$ cat config.mk
export PLATFORM = sky130hd
export DESIGN_NAME = vec_elem_seq
export DESIGN_NICKNAME = d
export VERILOG_FILES = /design/src/rtl/vseq_pkg.sv /design/src/rtl/vseq_rstsync.sv /design/src/rtl/vseq_vfoff.sv /design/src/rtl/vseq_ctrl.sv /design/src/rtl/vseq_regoff.sv /design/src/rtl/vec_elem_seq.sv
export SDC_FILE = /design/constraint.sdc
export NUM_CORES = 1
export LEC_CHECK = 0
export ABC_AREA = 1
export CORE_AREA = 2 2 98 71
export CTS_CLUSTER_DIAMETER = 150
export DETAILED_ROUTE_END_ITERATION = 12
export DIE_AREA = 0 0 100 73
export GPL_TIMING_DRIVEN = 0
export PLACE_DENSITY = 0.84
export SYNTH_ARGS = -nofsm -noshare
export SYNTH_HDL_FRONTEND = slang
export SYNTH_SLANG_ARGS = --single-unit
$ cat constraint.sdc
create_clock -name clk -period 3.85 [get_ports clk]
set_input_delay 0.385 -clock clk [delete_from_list [all_inputs] [get_ports clk]]
set_output_delay 0.385 -clock clk [all_outputs]
set_load 0.005 [all_outputs]
$ cat src/rtl/vseq_pkg.sv
package vseq_pkg;
  localparam int VSEQ_REG_W = 7;
  localparam int VSEQ_VL_W  = 7;
  localparam int VSEQ_NOPS  = 3;

  typedef enum logic {
    ST_IDLE  = 1'b0,
    ST_ISSUE = 1'b1
  } seq_st_e;
endpackage

$ cat src/rtl/vseq_rstsync.sv
module vseq_rstsync (
  input  logic clk,
  input  logic rst_n,
  output logic srst_n
);
  logic [1:0] sync_q;

  always_ff @(posedge clk or negedge rst_n) begin
    if (!rst_n) sync_q <= 2'b00;
    else        sync_q <= {sync_q[0], 1'b1};
  end

  assign srst_n = sync_q[1];
endmodule

$ cat src/rtl/vseq_vfoff.sv
module vseq_vfoff #(
  parameter int VL_W = vseq_pkg::VSEQ_VL_W
) (
  input  logic            clk,
  input  logic            rst_n,
  input  logic            step,
  input  logic            acc,
  input  logic [VL_W-1:0] acc_vl,
  output logic [VL_W-1:0] offset,
  output logic            wrap
);
  logic [VL_W-1:0] off_q, off_d, hvl_q;
  logic [VL_W:0]   nxt;
  logic            wrap_q, wrap_d;

  always_comb begin
    nxt    = {1'b0, off_q} + {{VL_W{1'b0}}, 1'b1};
    wrap_d = step && (nxt >= {1'b0, hvl_q});
    off_d  = wrap_d ? '0 : nxt[VL_W-1:0];
  end

  always_ff @(posedge clk or negedge rst_n) begin
    if (!rst_n) begin
      off_q  <= '0;
      hvl_q  <= '0;
      wrap_q <= 1'b0;
    end else begin
      wrap_q <= wrap_d;
      if (step) off_q <= off_d;
      if (acc)  hvl_q <= acc_vl;
    end
  end

  assign offset = off_q;
  assign wrap   = wrap_q;
endmodule

$ cat src/rtl/vseq_ctrl.sv
module vseq_ctrl
  import vseq_pkg::*;
#(
  parameter int VL_W = VSEQ_VL_W
) (
  input  logic            clk,
  input  logic            rst_n,
  input  logic            in_valid,
  input  logic            in_vf,
  input  logic [VL_W-1:0] in_vl,
  input  logic [VL_W-1:0] vf_off,
  input  logic            iss_ready,
  output logic            in_ready,
  output logic            acc,
  output logic            iss_valid,
  output logic [VL_W-1:0] elem,
  output logic            done
);
  seq_st_e         st_q, st_d;
  logic            vf_q;
  logic [VL_W-1:0] vl_q, elem_q, elem_d;
  logic            elem_en, done_d, done_q, last_elem;

  assign in_ready  = (st_q == ST_IDLE);
  assign acc       = in_valid && in_ready;
  assign iss_valid = (st_q == ST_ISSUE);
  assign last_elem = vf_q || (elem_q == vl_q - {{(VL_W-1){1'b0}}, 1'b1});

  always_comb begin
    st_d    = st_q;
    elem_d  = elem_q;
    elem_en = 1'b0;
    done_d  = 1'b0;
    case (st_q)
      ST_IDLE: begin
        if (acc) begin
          if (in_vf) begin
            if (vf_off < in_vl) begin
              st_d    = ST_ISSUE;
              elem_d  = vf_off;
              elem_en = 1'b1;
            end else begin
              done_d = 1'b1;
            end
          end else if (in_vl != '0) begin
            st_d    = ST_ISSUE;
            elem_d  = '0;
            elem_en = 1'b1;
          end else begin
            done_d = 1'b1;
          end
        end
      end
      ST_ISSUE: begin
        if (iss_ready) begin
          if (last_elem) begin
            st_d   = ST_IDLE;
            done_d = 1'b1;
          end else begin
            elem_d  = elem_q + {{(VL_W-1){1'b0}}, 1'b1};
            elem_en = 1'b1;
          end
        end
      end
      default: st_d = ST_IDLE;
    endcase
  end

  always_ff @(posedge clk or negedge rst_n) begin
    if (!rst_n) begin
      st_q   <= ST_IDLE;
      done_q <= 1'b0;
      vf_q   <= 1'b0;
      vl_q   <= '0;
      elem_q <= '0;
    end else begin
      st_q   <= st_d;
      done_q <= done_d;
      if (acc) begin
        vf_q <= in_vf;
        vl_q <= in_vl;
      end
      if (elem_en) elem_q <= elem_d;
    end
  end

  assign elem = elem_q;
  assign done = done_q;
endmodule

$ cat src/rtl/vseq_regoff.sv
module vseq_regoff #(
  parameter int REG_W = vseq_pkg::VSEQ_REG_W,
  parameter int VL_W  = vseq_pkg::VSEQ_VL_W,
  parameter int NOPS  = vseq_pkg::VSEQ_NOPS
) (
  input  logic                       clk,
  input  logic                       rst_n,
  input  logic                       load,
  input  logic [NOPS-1:0][REG_W-1:0] base_in,
  input  logic [VL_W-1:0]            elem,
  output logic [NOPS-1:0][REG_W-1:0] reg_out
);
  logic [NOPS-1:0][REG_W-1:0] base_q;
  logic [REG_W-1:0]           step_ext;

  generate
    if (VL_W >= REG_W) begin : g_trunc
      assign step_ext = elem[REG_W-1:0];
    end else begin : g_zext
      assign step_ext = {{(REG_W-VL_W){1'b0}}, elem};
    end
  endgenerate

  always_ff @(posedge clk or negedge rst_n) begin
    if (!rst_n)    base_q <= '0;
    else if (load) base_q <= base_in;
  end

  generate
    for (genvar i = 0; i < NOPS; i++) begin : g_op
      assign reg_out[i] = base_q[i] + step_ext;
    end
  endgenerate
endmodule

$ cat src/rtl/vec_elem_seq.sv
module vec_elem_seq #(
  parameter int REG_W = vseq_pkg::VSEQ_REG_W,
  parameter int VL_W  = vseq_pkg::VSEQ_VL_W
) (
  input  logic             clk,
  input  logic             rst_n,
  input  logic             in_valid,
  output logic             in_ready,
  input  logic             in_vf,
  input  logic [VL_W-1:0]  in_vl,
  input  logic [REG_W-1:0] in_rt,
  input  logic [REG_W-1:0] in_ra,
  input  logic [REG_W-1:0] in_rb,
  input  logic             step_cmd,
  output logic             iss_valid,
  input  logic             iss_ready,
  output logic [VL_W-1:0]  iss_elem,
  output logic [REG_W-1:0] iss_rt,
  output logic [REG_W-1:0] iss_ra,
  output logic [REG_W-1:0] iss_rb,
  output logic             done,
  output logic             loop_end,
  output logic [VL_W-1:0]  vf_offset
);
  localparam int NOPS = vseq_pkg::VSEQ_NOPS;

  logic                       srst_n, acc;
  logic [VL_W-1:0]            off;
  logic [NOPS-1:0][REG_W-1:0] base_vec, reg_vec;

  assign base_vec = {in_rb, in_ra, in_rt};

  vseq_rstsync u_rst (
    .clk    (clk),
    .rst_n  (rst_n),
    .srst_n (srst_n)
  );

  vseq_vfoff #(.VL_W(VL_W)) u_off (
    .clk    (clk),
    .rst_n  (srst_n),
    .step   (step_cmd),
    .acc    (acc),
    .acc_vl (in_vl),
    .offset (off),
    .wrap   (loop_end)
  );

  vseq_ctrl #(.VL_W(VL_W)) u_ctrl (
    .clk       (clk),
    .rst_n     (srst_n),
    .in_valid  (in_valid),
    .in_vf     (in_vf),
    .in_vl     (in_vl),
    .vf_off    (off),
    .iss_ready (iss_ready),
    .in_ready  (in_ready),
    .acc       (acc),
    .iss_valid (iss_valid),
    .elem      (iss_elem),
    .done      (done)
  );

  vseq_regoff #(.REG_W(REG_W), .VL_W(VL_W), .NOPS(NOPS)) u_regs (
    .clk     (clk),
    .rst_n   (srst_n),
    .load    (acc),
    .base_in (base_vec),
    .elem    (iss_elem),
    .reg_out (reg_vec)
  );

  assign iss_rt    = reg_vec[0];
  assign iss_ra    = reg_vec[1];
  assign iss_rb    = reg_vec[2];
  assign vf_offset = off;
endmodule

==> run_results.csv <==
group,metric,value,unit
place,gp_congestion,0.912,
clocking,hold_buffers,0,
timing,fmax,289,MHz
power,ir_worst_vdd,0.000360,V
place,dp_worst_setup_slack,796,ps
global_route,antenna_found_initial,0,
timing,setup_ws,387,ps
clocking,cts_buffer_depth,2,
clocking,tritoncts,"built",
yosys,async_reset_ff_share,100,%
drt,avgViaCountPerCell,5.44,
yosys,ys_ff_latch,48,
critical_path,r2r-start,"u_off.offset[1]",
timing,finalCritPeriodShare,89.9,%
drt,ant_nets,0,
global_route,grt_max_degree,33,
clocking,cts.sinks,48,
yosys,synth_cells,399,
timing,timing.slew.headroom,67.0,%
timing,finalHoldViolCount,0,
die,core,6510,um^2
die,ios,73,
die,dieHeight,73,um
clocking,cts.clk_slew.worst_paths,90,ps
worst_hold_path,hold_class,"reg -> async",
timing,period_minus_slack,3460,ps
yosys,ys_seq_area_share,35.1,%
drt,drt_iter0_markers,185,
yosys,synth_top_area_share,35.1,%
clocking,htreeDepth,2,
place,portBuffers,71,
run,maxCapViolations,0,
die,die_w,100,um
critical_path,cp.arrival,3080,ps
timing,finalSetupViolCount,0,
drt,drc,0,
clocking,root_buffer,"clkbuf_8",
critical_path,crit_path_top_delay_cell,"dfrtp_1",
clocking,post_cts_buffers,0,
clocking,cts_buffers,5,
clocking,clk_latency,310,ps
critical_path,cp-start-kind,"flop",
critical_path,crit_path_end_kind,"output port",
power,powerDensity,866,nW/um^2
status,status,"finished, final reports clean",
critical_path,crit_start,"u_ctrl.elem[1]",
drt,drtPass1Iterations,5,
yosys,yosys-top-cells-area,"dfrtp_1 35%, ha_1 12%, nand2_1 9.0%",
critical_path,crit_fanout,9,
critical_path,worstPathCellList,"inv_1, fa_1, o21ai_0, a21oi_1, nor2_1, nor2_1, xor2_1, clkdlybuf4s50_1",
timing,worst_pin_slew,490,ps
critical_path,critPathKind,"reg -> out",
drt,dr_total_vias,3045,
timing,tns,0,ps
yosys,yosysTopAreaCell,"dfrtp_1",
yosys,syn_avg_cell_area,8.58,um^2
timing,whs,193,ps
yosys,ys_types,40,
yosys,synth_ff_type,"dfrtp_1",
yosys,synth_edf_count,0,
global_route,grt_pass1_vias,2927,
critical_path,r2r_slack,1470,ps
timing,skew,8.48,ps
critical_path,critical_path_required,3460,ps
power,p_total,3.80,mW
global_route,grt_pass1_wl,14.5,mm
global_route,grt_usage,25.5,%
power,p_leak,2.14,nW
critical_path,cp_common_cell,"nor2_1",
finish,drive_above_1_share,11.7,%
finish,antenna_cells_inserted,0,
finish,nets,549,
yosys,synth_area,3420,um^2
timing,rsz0062_at_grt,"no",
finish,syn2layout_area_growth,28.2,%
drt,wire_per_inst,15.8,um
drt,drt_wl_total,8.85,mm
timing,maxSlewViolCount,0,
die,die_area,7300,um^2
place,dp_hpwl,6.98,mm
critical_path,critical-path-max-stage-delay,620,ps
die,num_rows,25,
yosys,ys_warn_count,0,
global_route,grt.overflow.total,0,
die,start_util,52.6,%
clocking,cts-resized-gates,0,
yosys,postSynthNetCount,470,
==> metal layers <==
metal | up-vias | GRT usage (%) | part of all wire [%] | routed length (um)
li1 | 1459 | - | - | -
met1 | 1461 | 36.9 | 45 | 3980
met2 | 113 | 41.1 | 48 | 4220
met3 | 12 | 3.83 | 5.9 | 521
met4 | 0 | 5.63 | 1.4 | 124
met5 | - | 0 | 0 | 0
==> critical path, delay by kind of cell (launching register included) <==
kind / cells / cell delay (ps)
adder cells (fa/ha/maj): 1 / 510
buffers and inverters: 2 / 770
flip-flops: 1 / 620
AND/OR/NAND/NOR: 2 / 160
AO/OA/AOI/OAI: 2 / 570
XOR/XNOR: 1 / 140
==> sequential cells by signal, summed over array words and instances (netlist names), 2 cells and up <==
name           cells
u_ctrl.vl_q        7
u_rst.sync_q       2
u_ctrl.elem        7
u_regs.base_q     21
u_off.offset       7
==> cell type report <==
type                            count  area (um^2)
Sequential cell                    48         1200
Tap cell                           81          101
Clock buffer                        6         72.6
Buffer                              9         65.1
Inverter                           49          184
Fill cell                         514         2120
Clock inverter                      2         60.1
Timing Repair Buffer               72          731
Multi-Input combinational cell    293         1970
==> power by group <==
| part | internal (mW) | total, mW | switching, mW | leakage, nW |
|---|---|---|---|---|
| Sequential | 0.710 | 0.976 | 0.266 | 0.588 |
| Clock | 0.260 | 0.438 | 0.178 | 0.0654 |
| Combinational | 1.28 | 2.39 | 1.10 | 1.49 |
==> synth_stat cells, drive strengths merged (7+ instances only) <==
cell	count
nand2	85
inv	49
dfrtp	48
ha	34
nor2	34
nand3	24
a21oi	22
mux2	19
xor2	18
o21ai	15
xnor2	12
nand4	9
buf	7
==> kinds of logic after synthesis <==
logic type / Yosys count / synth area share (%)
simple gates: 160 / 21.9
buf+inv: 58 / 7.28
flops: 48 / 35.1
compound gates: 46 / 7.28
fa+ha+maj: 37 / 14.2
xor+xnor: 30 / 7.90
mux: 19 / 6.25
other cells: 1 / 0.110
==> layout by cell type (no fill, tap or decap), types with 3 or more instances in the layout <==
master and count:
nor2_1 27, dfrtp_1 47, inv_2 4, o22ai_1 3, fa_1 3, xor2_1 18, nand3_1 21, o21ai_0 14
nor2_2 5, inv_1 45, nand2_1 82, a21oi_1 22, clkbuf_8 6, ha_1 34, buf_2 5, nand4_1 9
mux2_2 19, xnor2_1 11, clkdlybuf4s50_1 71
==> path summary, 6_finish.rpt <==
check                                    end  cells after the start
max                                iss_rb[6]                      8
max reg2reg                  u_off.offset[6]                     11
max in group asynchronous    u_off.offset[0]                      1
min reg2reg                u_regs.base_q[18]                      0
min in group clk             u_rst.sync_q[1]                      0
min                        u_regs.base_q[18]                      0
==> metrics by stage <==
step	std cells	util, %	area (um^2)
2_1_floorplan	399	-	3420
3_3_place_gp	551	65.1	4230
3_5_place_dp	552	65.4	4260
4_1_cts	560	67.4	4390
5_1_grt	560	67.4	4390
6_report	560	67.4	4390
(Power assumes the default switching activity.)
